File: config.mk
export PLATFORM = sky130hd
export DESIGN_NAME = comm_track_gen
export DESIGN_NICKNAME = d
export VERILOG_FILES = /design/src/rtl/comm_pkg.sv /design/src/rtl/comm_rst_sync.sv /design/src/rtl/comm_angle_scale.sv /design/src/rtl/comm_ofs_wrap.sv /design/src/rtl/comm_track_decode.sv /design/src/rtl/comm_track_gen.sv
export SDC_FILE = /design/constraint.sdc
export NUM_CORES = 1
export LEC_CHECK = 0
export BUFFER_PORTS_ARGS = -buffer_cell sky130_fd_sc_hd__buf_4
export CORE_UTILIZATION = 64
export CTS_CLUSTER_SIZE = 24
export DETAILED_ROUTE_END_ITERATION = 10
export GPL_TIMING_DRIVEN = 0
export PLACE_DENSITY = 0.89
export SLEW_MARGIN = 15
export SYNTH_ARGS = -nofsm -noshare
export SYNTH_HDL_FRONTEND = slang
export SYNTH_SLANG_ARGS = --single-unit
File: constraint.sdc
create_clock -name clk -period 0.8 [get_ports clk]
set_input_delay 0.16 -clock clk [delete_from_list [all_inputs] [get_ports clk]]
set_output_delay 0.16 -clock clk [all_outputs]
set_load 0.1 [all_outputs]
File: src/rtl/comm_pkg.sv
package comm_pkg;
  localparam int ANGLE_W = 12;
  localparam int OFS_W   = 8;
  localparam int STEPS   = 192;
  localparam int IDX_W   = 8;
  localparam int NTRK    = 3;

  typedef logic [IDX_W-1:0] idx_t;
  typedef logic [NTRK-1:0]  trk_t;
endpackage

File: src/rtl/comm_rst_sync.sv
module comm_rst_sync #(
  parameter int STAGES = 2
) (
  input  logic clk,
  input  logic rst_n,
  output logic rst_sync_n
);
  logic [STAGES-1:0] sync_q;
  logic [STAGES-1:0] sync_d;

  always_comb begin
    sync_d = {sync_q[STAGES-2:0], 1'b1};
  end

  always_ff @(posedge clk or negedge rst_n) begin
    if (!rst_n) sync_q <= '0;
    else        sync_q <= sync_d;
  end

  assign rst_sync_n = sync_q[STAGES-1];
endmodule

File: src/rtl/comm_angle_scale.sv
module comm_angle_scale
  import comm_pkg::*;
#(
  parameter int AW    = ANGLE_W,
  parameter int NSTEP = STEPS,
  parameter int IW    = IDX_W
) (
  input  logic [AW-1:0] angle,
  input  logic          dir_cw,
  output logic [IW-1:0] base_idx
);
  localparam int PROD_W = AW + IW;

  logic [AW-1:0]     ang_adj;
  logic [PROD_W-1:0] prod;

  // Mirror the angle for the reversed direction (two's complement wrap).
  always_comb begin
    if (dir_cw) ang_adj = AW'(~angle + AW'(1));
    else        ang_adj = angle;
  end

  always_comb begin
    prod     = {{IW{1'b0}}, ang_adj} * PROD_W'(NSTEP);
    base_idx = prod[PROD_W-1:AW];
  end

  always_comb begin
    assert_idx_range_R3: assert (int'(base_idx) < NSTEP)
      else $error("base index out of range");
  end
endmodule

File: src/rtl/comm_ofs_wrap.sv
module comm_ofs_wrap
  import comm_pkg::*;
#(
  parameter int OW    = OFS_W,
  parameter int NSTEP = STEPS,
  parameter int IW    = IDX_W
) (
  input  logic [OW-1:0] zero_ofs,
  output logic [IW-1:0] ofs_red
);
  localparam int OWX = (OW > IW) ? OW : IW;

  logic [OWX-1:0] ofs_x;

  always_comb begin
    ofs_x = OWX'(zero_ofs);
    if (int'(ofs_x) >= NSTEP) ofs_x = ofs_x - OWX'(NSTEP);
    ofs_red = IW'(ofs_x);
  end

  always_comb begin
    assert_ofs_reduced_R6: assert (int'(ofs_red) < NSTEP)
      else $error("reduced offset out of range");
  end
endmodule

File: src/rtl/comm_track_decode.sv
module comm_track_decode
  import comm_pkg::*;
#(
  parameter int NSTEP = STEPS,
  parameter int IW    = IDX_W,
  parameter int NT    = NTRK
) (
  input  logic [IW-1:0] base_idx,
  input  logic [IW-1:0] ofs_red,
  input  logic          pole_four,
  output logic [NT-1:0] trk
);
  localparam int HALF = NSTEP / 2;
  localparam int XW   = IW + 1;

  logic [XW-1:0] diff;
  logic [XW-1:0] dbl;
  logic [IW-1:0] eidx;

  // Offset subtraction modulo NSTEP.
  always_comb begin
    if (base_idx >= ofs_red) diff = XW'(base_idx) - XW'(ofs_red);
    else                     diff = XW'(base_idx) + XW'(NSTEP) - XW'(ofs_red);
  end

  // Pole multiplication: double the index modulo NSTEP for four poles.
  always_comb begin
    dbl = {diff[XW-2:0], 1'b0};
    if (int'(dbl) >= NSTEP) dbl = dbl - XW'(NSTEP);
    if (pole_four) eidx = IW'(dbl);
    else           eidx = IW'(diff);
  end

  // One comparator per track, each track shifted by NSTEP/NT more.
  for (genvar k = 0; k < NT; k++) begin : g_trk
    localparam int SHIFT = (k * NSTEP) / NT;
    logic [XW-1:0] rel;
    always_comb begin
      if (int'(eidx) >= SHIFT) rel = XW'(eidx) - XW'(SHIFT);
      else                     rel = XW'(eidx) + XW'(NSTEP - SHIFT);
      trk[k] = (int'(rel) < HALF);
    end
  end

  always_comb begin
    assert_eidx_range_R7: assert (int'(eidx) < NSTEP)
      else $error("electrical index out of range");
  end
endmodule

File: src/rtl/comm_track_gen.sv
module comm_track_gen
  import comm_pkg::*;
(
  input  logic               clk,
  input  logic               rst_n,
  input  logic               angle_vld,
  input  logic [ANGLE_W-1:0] angle,
  input  logic               dir_cw,
  input  logic               pole_four,
  input  logic [OFS_W-1:0]   zero_ofs,
  output logic               trk_u,
  output logic               trk_v,
  output logic               trk_w
);
  logic rst_sync_n;
  idx_t base_idx;
  idx_t ofs_red;
  trk_t trk_dec;
  trk_t trk_q;
  trk_t trk_d;
  logic seen_q;
  logic seen_d;

  comm_rst_sync #(.STAGES(2)) u_rst (
    .clk        (clk),
    .rst_n      (rst_n),
    .rst_sync_n (rst_sync_n)
  );

  comm_angle_scale u_scale (
    .angle    (angle),
    .dir_cw   (dir_cw),
    .base_idx (base_idx)
  );

  comm_ofs_wrap u_ofs (
    .zero_ofs (zero_ofs),
    .ofs_red  (ofs_red)
  );

  comm_track_decode u_dec (
    .base_idx  (base_idx),
    .ofs_red   (ofs_red),
    .pole_four (pole_four),
    .trk       (trk_dec)
  );

  // Next-state: load only on a valid sample.
  always_comb begin
    trk_d  = trk_q;
    seen_d = seen_q;
    if (angle_vld) begin
      trk_d  = trk_dec;
      seen_d = 1'b1;
    end
  end

  always_ff @(posedge clk or negedge rst_sync_n) begin
    if (!rst_sync_n) begin
      trk_q  <= '0;
      seen_q <= 1'b0;
    end else begin
      trk_q  <= trk_d;
      seen_q <= seen_d;
    end
  end

  assign trk_u = trk_q[0];
  assign trk_v = trk_q[1];
  assign trk_w = trk_q[2];

  assert_idle_zero_R1: assert property (@(posedge clk) disable iff (!rst_sync_n)
    !seen_q |-> (trk_q == '0))
    else $error("tracks nonzero before first sample");

  assert_hold_R2: assert property (@(posedge clk) disable iff (!rst_sync_n)
    !angle_vld |=> $stable(trk_q))
    else $error("tracks moved without valid sample");

  assert_load_R2: assert property (@(posedge clk) disable iff (!rst_sync_n)
    angle_vld |=> (trk_q == $past(trk_dec)))
    else $error("tracks did not load decoded value");

  assert_no_uniform_R4: assert property (@(posedge clk) disable iff (!rst_sync_n)
    seen_q |-> ($countones(trk_q) == 1 || $countones(trk_q) == 2))
    else $error("tracks show 000 or 111");
endmodule

==> results of run 1 <==
## Yosys cell counts, types with 3 or more instances
master / count / area (um^2)
a31oi_1: 5 / 31.28
nand2_1: 18 / 67.56
o31ai_1: 3 / 22.52
xnor2_1: 15 / 131.4
a21oi_1: 10 / 50.05
clkbuf_1: 6 / 22.52
o21ai_0: 11 / 55.05
inv_1: 32 / 120.1
xor2_1: 10 / 87.58
nor3b_1: 4 / 30.03
o41ai_1: 5 / 43.79
nand2b_1: 8 / 50.05
nand3b_1: 3 / 22.52
fa_1: 7 / 140.1
nor2_1: 15 / 56.30
nor2b_1: 6 / 37.54
a211oi_1: 4 / 30.03
and3_1: 3 / 18.77
a21o_1: 4 / 30.03
nor3_1: 6 / 30.03
dfrtp_1: 5 / 125.1
or3_1: 3 / 18.77
nor4_1: 3 / 18.77
nand3_1: 7 / 35.03
ha_1: 26 / 325.3
a211o_1: 3 / 26.28
## cell families after synthesis
logic type	Yosys count
AO/OA/AOI/OAI	73
XOR/XNOR	26
adder cells (fa/ha/maj)	33
buffers and inverters	39
flip-flops	5
multiplexers	5
other	1
AND/OR/NAND/NOR	94
## per-stage QoR
stage                     utilization (%)  setup WS (ns)
after floorplan                         -         -3.974
after global placement              82.40         -4.627
after detailed placement            82.40         -4.703
==> flow_summary.ini, run 1 <==
[floorplanning]
fp-row-count = 20
die_h_um = 59.94
io_pins = 28
die_width_um = 59.94
initial_core_util_pct = 68.68

[clock_tree]
cts-resized-gates = 61
cts_setup_buffers = 27
clockBufferDepth = 2
root_buffer = clkbuf_4
cts_buffers = 3
hold_buffers = 1
htree_num_levels = 1
cts.sinks = 5

[synthesis]
syn_inst = 276
async_flop_share_pct = 100.0
synth_top_family_by_area = simple AND/OR/NAND/NOR gates
synth-seq-cells = 5
synth_seq_area_share_pct = 5.824
synth_area_per_cell_um2 = 7.784
synthSimpleGateAreaFrac_pct = 25.74
yosysUniqueCellTypes = 69
yosys_warnings = 0
ys.flop_type = dfrtp_1
syn_area_mm2 = 0.002148
synth_compound_area_share_pct = 25.22
synth_xor_area_share_pct = 11.47
synthMuxAreaShare_pct = 3.029
synth_nets = 334
synth_adder_area_share_pct = 21.67
synth_edf_count = 0

[placement]
dp_hpwl_um = 4192
dp_cells = 345
dpl_cell_area_mm2 = 0.002577
place_congestion = 0.8719
io_buffers = 25

[run_status]
error_line = [ERROR DPL-0033] detailed placement checks failed during check placement.
status = did not finish
haltStage = 4_1_cts
==> run 2: changes to the inputs <==
--- a/config.mk
+++ b/config.mk
@@ -6,11 +6,10 @@
 export NUM_CORES = 1
 export LEC_CHECK = 0
 export BUFFER_PORTS_ARGS = -buffer_cell sky130_fd_sc_hd__buf_4
-export CORE_UTILIZATION = 64
-export CTS_CLUSTER_SIZE = 24
+export CORE_UTILIZATION = 40
 export DETAILED_ROUTE_END_ITERATION = 10
 export GPL_TIMING_DRIVEN = 0
-export PLACE_DENSITY = 0.89
+export PLACE_DENSITY_LB_ADDON = 0.15
 export SLEW_MARGIN = 15
 export SYNTH_ARGS = -nofsm -noshare
 export SYNTH_HDL_FRONTEND = slang
==> run 2 against run 1 <==
Effect of this change:
- the flow now finishes, with violations (negative setup slack)
- synthesized area unchanged
- synthesized cell count unchanged
==> flow_summary.ini, run 2 <==
[run_status]
status = finished with violations
violations = negative setup slack

[synthesis]
yosys_warnings = 0
synth_edf_count = 0
yosys.area.top_type = ha_1
synth_area_per_cell_um2 = 7.784
ys.flop_type = dfrtp_1
synthMuxAreaShare_pct = 3.029
synth_compound_area_share_pct = 25.22
synth_top_family_by_area = simple AND/OR/NAND/NOR gates
synth_adder_area_share_pct = 21.67
synthTopCellsByArea = ha_1 15%, fa_1 6.5%, xnor2_1 6.1%
synth_xor_area_share_pct = 11.47
yosysMostFrequentCell = inv_1
synth_nets = 334
synth_top_cell_area_share_pct = 15.14
synth-seq-cells = 5
syn_inst = 276
async_flop_share_pct = 100.0
yosysUniqueCellTypes = 69
synth_seq_area_share_pct = 5.824
synth_common_cells = 32 x inv_1, 26 x ha_1, 18 x nand2_1, 15 x nor2_1, 15 x xnor2_1
synthSimpleGateAreaFrac_pct = 25.74
syn_area_mm2 = 0.002148

[drt]
dr_total_vias = 2276
finalWirelength_um = 5819
wire_per_inst_um = 14.30
antenna_left = 0
via_per_inst = 5.592
drt_first_iter_violations = 90
first_pass_iters = 4
drc = 0

[critical_path]
max_stage_delay_ns = 0.63
crit_chain = buf_8 > or2_1 > o41ai_2 > xor2_2 > a31oi_2 > o311a_1 > or3_4 > and3_4 > ha_4 > fa_2 > nor2b_1 > o21ai_0 > nor4b_4 > o221ai_2 > nor4bb_2 > a21o_1 > or2_4 > ha_4 > a211oi_2 > a21o_1
path_max_fanout = 5
crit_family = simple AND/OR/NAND/NOR gates
cp.arrival_ns = 5.02
worstPathRequired_ns = 0.96
crit_slowest_cell = fa_2
worstSetupPathType = in -> reg
critical_path_buf_inv_count = 1
endpoint_kind = flop
crit_path_start_kind = primary input

[placement]
place_congestion = 0.8028
dpl_cell_area_mm2 = 0.002610
dp_hpwl_um = 4266
dp_cells = 371
io_buffers = 25

[power_and_ir_drop]
p_leak_nw = 1.435
worst_ir_drop_vdd_mv = 1.884
powerDensity_mw_per_mm2 = 2754

[global_routing]
grt_pass1_vias = 2312
grt-ovfl-total = 0
antenna_found_initial = 0
gr-usage-all-layers_pct = 20.86
grt_pass1_wl_um = 9321
grt_max_degree = 11

[clock_tree]
root_buffer = clkbuf_8
cts.sinks = 5
clock_latency_ns = 0.22
path_clk_slew_ns = 0.04
htree_num_levels = 1
cts_tree = done
cts_buffers = 3
clockBufferDepth = 2

[worst_hold_path]
hold_path.class = reg -> async

[floorplanning]
initial_core_util_pct = 41.80
io_pins = 28
die_width_um = 75.29
die_h_um = 75.29
fp-row-count = 26
core_area_mm2 = 0.005140
die_area_mm2 = 0.005668

[cells_and_area]
final-instance-count-excl-fill = 407
final_common_cell = buf_4
multiInputGateArea_mm2 = 0.002470
fillers = 439
top_register = trk_q
reg_top3 = trk_q x3, u_rst.sync_q x2
drive_above_1_share_pct = 48.37
fin_nets = 396
ff_latch_area_um2 = 136.4
mostFrequentLayoutCells = 49 x buf_4, 23 x inv_1, 15 x nand2_1
largest_reg_flops = 3
area_delta_synth_final_pct = 58.77
fin_area_mm2 = 0.003411
antennaDiodeCount = 0

[timing]
skew_ns = 0.003700
hold_violations = 0
period_minus_slack_ns = 4.867
timing.final.crit_share_pct = 608.4
slew_viol_final = 0
max_freq_mhz = 205.4
rsz0062_at_grt = yes
fin_ws_ns = -4.067
setup_viol_count_final = 6

[job]
cap_violations = 0
## run 2: repair_timing
action	4_1_cts	5_1_grt
resized for setup	62	45
setup endpoints to repair	6	6
pin swaps	27	23
setup buffers	21	10
hold buffers	1	0
gates cloned	0	0
endpoints found under the hold margin	2	0
## run 2: cells by family (layout without fill, tap and decap cells)
group,Yosys count,count (layout)
multiplexers,5,5
flip-flops,5,5
other,1,1
XOR/XNOR,26,26
adder cells (fa/ha/maj),33,33
AND/OR/NAND/NOR,94,94
buffers and inverters,39,100
AO/OA/AOI/OAI,73,73
## run 2: worst paths after layout
kind                                           start                   endpoint  slack [ns]  cells past startpoint
min in group clk                           angle_vld       trk_q[0]$_DFFE_PN0P_        0.30                      4
setup / recovery                            angle[1]       trk_q[2]$_DFFE_PN0P_       -4.07                     20
hold / removal             u_rst.sync_q[1]$_DFF_PN0_       trk_q[2]$_DFFE_PN0P_        0.04                      0
hold reg to reg            u_rst.sync_q[1]$_DFF_PN0_       trk_q[2]$_DFFE_PN0P_        0.04                      0
setup reg to reg                trk_q[2]$_DFFE_PN0P_       trk_q[2]$_DFFE_PN0P_        0.03                      1
max in group asynchronous                      rst_n  u_rst.sync_q[0]$_DFF_PN0_        0.45                      2
## run 2: power breakdown
group	switching, W	total, W	internal, W	leakage [nW]
Clock	0.000124	0.000466	0.000342	0.0228
Combinational	0.00437	0.00846	0.00409	1.36
Sequential	0.0000771	0.000469	0.000392	0.0566
Total	0.00457	0.00939	0.00483	1.43
## run 2: per-layer routing
| layer | vias to the layer above | track usage, % | wire length [um] |
|---|---|---|---|
| li1 | 1123 | - | - |
| met1 | 1100 | 21.35 | 2306 |
| met2 | 41 | 43.06 | 3290 |
| met3 | 12 | 2.677 | 111 |
| met4 | 0 | 6.173 | 111 |
| met5 | - | 0 | 0 |
## run 2: final cells by class
class / instances / area share, %
multi-input cells: 232 / 72.41
repair buffers: 57 / 14.89
flip-flops and latches: 5 / 3.999
inverters: 32 / 3.742
well taps: 70 / 2.568
clock buffers: 4 / 1.321
plain buffers: 7 / 1.064
## run 2: per-stage QoR
stage | TNS (ns) | total power, W | util [%] | worst slack [ns] | hold WS (ns)
floorplan | -11.50 | 0.005913 | - | -3.974 | -0.1356
global placement | -13.70 | 0.007049 | 50.78 | -4.645 | -0.05735
detailed placement | -13.77 | 0.007171 | 50.78 | -4.681 | -0.05634
CTS | -12.52 | 0.008845 | 60.95 | -4.047 | 0.03971
global route | -13.10 | 0.01017 | 66.36 | -4.197 | 0.05335
finish | -12.68 | 0.009394 | 66.36 | -4.067 | 0.03605
Note: power is estimated with default switching activity, not from simulation.
==> run 3: changes to the inputs <==
--- a/config.mk
+++ b/config.mk
@@ -5,8 +5,9 @@
 export SDC_FILE = /design/constraint.sdc
 export NUM_CORES = 1
 export LEC_CHECK = 0
+export ABC_AREA = 1
 export BUFFER_PORTS_ARGS = -buffer_cell sky130_fd_sc_hd__buf_4
-export CORE_UTILIZATION = 40
+export CORE_UTILIZATION = 50
 export DETAILED_ROUTE_END_ITERATION = 10
 export GPL_TIMING_DRIVEN = 0
 export PLACE_DENSITY_LB_ADDON = 0.15
==> run 3 against run 2 <==
Effect of this change:
- sequential share of layout area increased by 0.43 points
- the run still ends with negative setup slack left
- setup slack improved by 0.77 ns
- power decreased by 25%
- critical path depth increased by 17
- fmax increased by 19%
- wire length decreased by 13%
- synthesized area decreased by 4.0%
- via count decreased by 5.2%
- non-clock buffer count decreased by 19
- cell count increased by 4.2%
- largest power group unchanged
- clock skew decreased by 0.00079 ns
==> flow_summary.ini, run 3 <==
[synthesis]
ys.flop_type = dfrtp_1
async_flop_share_pct = 100.0
syn_area_mm2 = 0.002063
synth_top_cell_area_share_pct = 18.01
syn_inst = 329
yosysMostFrequentCell = nand2_1
synth_nets = 387
synth_common_cells = 99 x nand2_1, 54 x inv_1, 28 x nand3_1, 26 x ha_1, 22 x nor2_1
synth_edf_count = 0
yosys_warnings = 0
synth_area_per_cell_um2 = 6.271
synth-seq-cells = 5
synth_seq_area_share_pct = 6.064
synthTopCellsByArea = nand2_1 18%, ha_1 16%, inv_1 9.8%
yosys.area.top_type = nand2_1
yosysUniqueCellTypes = 35

[clock_tree]
clockBufferDepth = 2
path_clk_slew_ns = 0.04
clock_latency_ns = 0.22
root_buffer = clkbuf_8
htree_num_levels = 1
cts.sinks = 5
cts_buffers = 3
cts_tree = done

[cells_and_area]
largest_reg_flops = 3
drive_above_1_share_pct = 44.41
top_register = trk_q
final_common_cell = nand2_1
final-instance-count-excl-fill = 424
mostFrequentLayoutCells = 78 x nand2_1, 42 x inv_1, 35 x buf_4
antennaDiodeCount = 0
final_util_pct = 76.68
area_delta_synth_final_pct = 41.18
reg_top3 = trk_q x3, u_rst.sync_q x2
fin_nets = 435
fin_area_mm2 = 0.002913
fillers = 278

[run_status]
status = finished with violations
violations = negative setup slack

[timing]
setup_viol_count_final = 6
fin_ws_ns = -3.297
hold_violations = 0
max_freq_mhz = 244.1
rsz0062_at_grt = yes
skew_ns = 0.002911
timing.final.crit_share_pct = 512.1
hold_slack_ns = 0.04022
slew_viol_final = 0
period_minus_slack_ns = 4.097

[critical_path]
max_stage_delay_ns = 0.62
crit_slowest_cell = fa_2
worstPathRequired_ns = 0.90
reg2reg_slack_ns = 0
cp.arrival_ns = 4.20
crit_path_start_kind = primary input
crit_path_frequent_cell = nand2_2
timing.rr.end = trk_q[0]$_DFFE_PN0P_
endpoint_kind = flop
worstSetupPathType = in -> reg
r2r-start = trk_q[0]$_DFFE_PN0P_
path_max_fanout = 4
r2r_cells = 2

[floorplanning]
die_width_um = 66.24
initial_core_util_pct = 54.31
core_area_mm2 = 0.003799
die_h_um = 66.24
io_pins = 28
fp-row-count = 22
die_area_mm2 = 0.004387

[drt]
finalWirelength_um = 5046
wire_per_inst_um = 11.90
drc = 0
antenna_left = 0
drt_first_iter_violations = 74
via_per_inst = 5.087
dr_total_vias = 2157
first_pass_iters = 4

[worst_hold_path]
hold_path.class = reg -> async

[placement]
pre_cts_slack_ns = -3.596
io_buffers = 26
dp_hpwl_um = 3547
dpl_cell_area_mm2 = 0.002397
dp_cells = 403
place_congestion = 0.8005

[power_and_ir_drop]
p_switching_w = 0.003828
p_leak_nw = 1.549
worst_ir_drop_vdd_mv = 1.412
p_sw_share_pct = 54.12
power_frac_clock_pct = 6.6
powerDensity_mw_per_mm2 = 2428
internal-power_w = 0.003245
power_frac_seq_pct = 6.2
power_frac_comb_pct = 87.2

[job]
cap_violations = 0

[global_routing]
grt_pass1_wl_um = 7976
antenna_found_initial = 0
grt_pass1_vias = 2057
grt-ovfl-total = 0
grt_max_degree = 11
gr-usage-all-layers_pct = 22.94
## run 3: worst max-delay path, delay by kind of cell
family                   cells  cell delay (ns)
buffers and inverters        8             0.42
AO/OA/AOI/OAI                4             0.45
AND/OR/NAND/NOR             19             1.55
XOR/XNOR                     1             0.17
adder cells (fa/ha/maj)      5             1.45
## run 3: final cells by class
class                      instances  area [um^2]  area share (%)
multi-input combinational        260         2006           68.86
timing repair buffer              43        395.4           13.57
inverter                          62        255.2           8.763
sequential                         5        128.9           4.424
tap                               48        60.06           2.062
clock buffer                       4        45.04           1.546
buffer                             2        22.52          0.7732
## run 3: how the worst max path moves through the flow
stage	cells past startpoint	to	slack, ns	start
3_5_place_dp	39	trk_q[2]$_DFFE_PN0P_	-3.60	angle[0]
2_1_floorplan	38	trk_q[2]$_DFFE_PN0P_	-3.03	angle[0]
6_report	37	trk_q[1]$_DFFE_PN0P_	-3.30	angle[1]
5_1_grt	37	trk_q[1]$_DFFE_PN0P_	-3.50	angle[1]
4_1_cts	37	trk_q[1]$_DFFE_PN0P_	-3.13	angle[0]
3_3_place_gp	39	trk_q[1]$_DFFE_PN0P_	-3.52	angle[0]
## run 3: repair_timing
item	4_1_cts	5_1_grt
hold buffers	1	0
pin swaps	36	39
hold endpoints to repair	2	0
resized for setup	49	37
setup endpoints to repair	6	6
setup buffers	11	5
## run 3: through the flow
step                setup TNS (ns)  power, W
detailed placement          -10.48  0.004716
finish                      -10.37  0.007073
floorplan                   -9.257  0.003863
global route                -11.02  0.007644
global placement            -10.25  0.004624
CTS                         -9.709  0.006220
## run 3: logic make-up (layout without fill, tap and decap cells)
| family | count (synthesis) | after routing | synth area share, % |
|---|---|---|---|
| xor gates and xnor gates | 9 | 9 | 5.094 |
| and+or+nand+nor | 191 | 191 | 45.06 |
| AOI/OAI and AO/OA | 26 | 26 | 8.672 |
| DFF | 5 | 5 | 6.064 |
| other | 1 | 1 | 0.1818 |
| buffers and inverters | 64 | 111 | 12.37 |
| adders and majority gates | 33 | 33 | 22.56 |
## run 3: layer usage
layer | GRT usage (%) | share of wire, %
met2 | 47.07 | 55
met3 | 1.724 | 1.7
met1 | 25.29 | 43
met5 | 0 | 0
met4 | 3.723 | 0.67
## run 3: power by group through the flow
stage,clock (W),combinational [W],sequential (W)
final,0.000468,0.00617,0.000439
after global placement,0,0.00423,0.000395
after global routing,0.000491,0.00671,0.000447
after detailed placement,0,0.00432,0.000398
after floorplan,0,0.00293,0.000938
after CTS,0.000473,0.00531,0.000432
==> run 4: changes to the inputs <==
--- a/config.mk
+++ b/config.mk
@@ -7,7 +7,7 @@
 export LEC_CHECK = 0
 export ABC_AREA = 1
 export BUFFER_PORTS_ARGS = -buffer_cell sky130_fd_sc_hd__buf_4
-export CORE_UTILIZATION = 50
+export CORE_UTILIZATION = 35
 export DETAILED_ROUTE_END_ITERATION = 10
 export GPL_TIMING_DRIVEN = 0
 export PLACE_DENSITY_LB_ADDON = 0.15
==> run 4 against run 3 <==
Effect of this change:
- the flow still finishes with violations (negative setup slack)
- sequential power is essentially flat
- register-to-register slack gained 0.03 ns
- worst hold slack lost 0.0059 ns
- fmax grew 2.7%
- utilization shrank 25 points
- clock-buffer cell count is the same
- non-clock buffer count grew 1
- highest routed layer is now met3
==> flow_summary.ini, run 4 (synthesis gave the netlist of run 3 again) <==
[cells_and_area]
fin_nets = 436
largest_reg_flops = 3
final_common_cell = nand2_1
antennaDiodeCount = 0
final-instance-count-excl-fill = 449
mostFrequentLayoutCells = 84 x nand2_1, 44 x inv_1, 34 x buf_4
drive_above_1_share_pct = 41.91
area_delta_synth_final_pct = 40.75
reg_top3 = trk_q x3, u_rst.sync_q x2
final_util_pct = 51.78
fillers = 578
top_register = trk_q

[job]
cap_violations = 0

[run_status]
status = finished with violations
violations = negative setup slack

[timing]
rsz0062_at_grt = yes
skew_ns = 0.001712
setup_viol_count_final = 6
max_freq_mhz = 250.6
slew_viol_final = 0
period_minus_slack_ns = 3.990
fin_ws_ns = -3.190
timing.final.crit_share_pct = 498.8
hold_slack_ns = 0.03434
hold_violations = 0

[critical_path]
crit_slowest_cell = fa_2
path_max_fanout = 4
worstPathRequired_ns = 0.94
crit_path_frequent_cell = nand2_1
worstSetupPathType = in -> reg
cp.arrival_ns = 4.13
r2r_cells = 3
max_stage_delay_ns = 0.63
endpoint_kind = flop
crit_path_start_kind = primary input

[clock_tree]
cts_buffers = 3
path_clk_slew_ns = 0.03
cts_tree = done
clockBufferDepth = 2
clock_latency_ns = 0.22
cts.sinks = 5
htree_num_levels = 1
root_buffer = clkbuf_8

[placement]
pre_cts_slack_ns = -3.641
io_buffers = 26
dp_cells = 427
place_congestion = 0.7785
dp_hpwl_um = 3643

[drt]
wire_per_inst_um = 9.902
drt_first_iter_violations = 53
via_per_inst = 4.546
drc = 0
finalWirelength_um = 4446
dr_total_vias = 2041
first_pass_iters = 4
antenna_left = 0

[floorplanning]
die_width_um = 78.78
initial_core_util_pct = 36.79
die_area_mm2 = 0.006206
die_h_um = 78.78
fp-row-count = 27
core_area_mm2 = 0.005608
io_pins = 28

[power_and_ir_drop]
powerDensity_mw_per_mm2 = 2307
p_total_w = 0.006699
p_leak_nw = 1.531
worst_ir_drop_vdd_mv = 1.504

[global_routing]
antenna_found_initial = 0
gr-usage-all-layers_pct = 15.33
grt_pass1_vias = 1915
grt_max_degree = 11
grt_pass1_wl_um = 7914
grt-ovfl-total = 0

[worst_hold_path]
hold_path.class = reg -> async
-- run 4: area by class of cell --
class | count | area [um^2] | area share [%]
multi-input combinational | 260 | 1948 | 67.08
timing repair buffer | 44 | 414.1 | 14.26
inverter | 62 | 255.2 | 8.789
sequential | 5 | 128.9 | 4.438
tap | 72 | 90.09 | 3.102
clock buffer | 4 | 45.04 | 1.551
buffer | 2 | 22.52 | 0.7755
-- run 4: per-layer routing --
| layer | wire length (um) | share of wire [%] | track usage, % |
|---|---|---|---|
| met2 | 2165 | 49 | 27.57 |
| met5 | 0 | 0 | 0 |
| met3 | 65 | 1.5 | 1.494 |
| met4 | 0 | 0 | 0.5556 |
| met1 | 2215 | 50 | 20.67 |
-- run 4: power breakdown --
part	internal (W)	switching, W
sequential	0.000355	0.0000840
clock	0.000341	0.000116
combinational	0.00245	0.00335
total	0.00315	0.00355
-- run 4: timing repair --
item                                   4_1_cts  5_1_grt
gates resized for setup                     40       30
setup endpoints to repair                    6        6
endpoints found under the hold margin        2        0
hold buffers                                 1        0
pin swaps                                   35       28
buffers inserted                             8        9
-- run 4: final timing paths --
kind / startpoint / to / slack [ns]
max in group asynchronous: rst_n / u_rst.sync_q[1]$_DFF_PN0_ / 0.43
hold reg to reg: u_rst.sync_q[1]$_DFF_PN0_ / trk_q[0]$_DFFE_PN0P_ / 0.03
min in group clk: angle_vld / trk_q[0]$_DFFE_PN0P_ / 0.28
setup / recovery: angle[0] / trk_q[1]$_DFFE_PN0P_ / -3.19
setup reg to reg: trk_q[1]$_DFFE_PN0P_ / trk_q[1]$_DFFE_PN0P_ / 0.03
hold / removal: u_rst.sync_q[1]$_DFF_PN0_ / trk_q[0]$_DFFE_PN0P_ / 0.03
-- run 4: worst max-delay path: cells and delay by family --
| family | cells | cell delay, ns |
|---|---|---|
| buf+inv | 11 | 0.88 |
| fa+ha+maj | 4 | 1.15 |
| simple gates | 20 | 1.47 |
| compound gates | 4 | 0.48 |
-- run 4: metrics by stage --
stage               TNS, ns  cell area, um^2
floorplan            -9.257             2142
CTS                  -9.775             2705
global route         -10.98             2904
global placement     -10.47             2427
detailed placement   -10.62             2427
finish               -10.01             2904
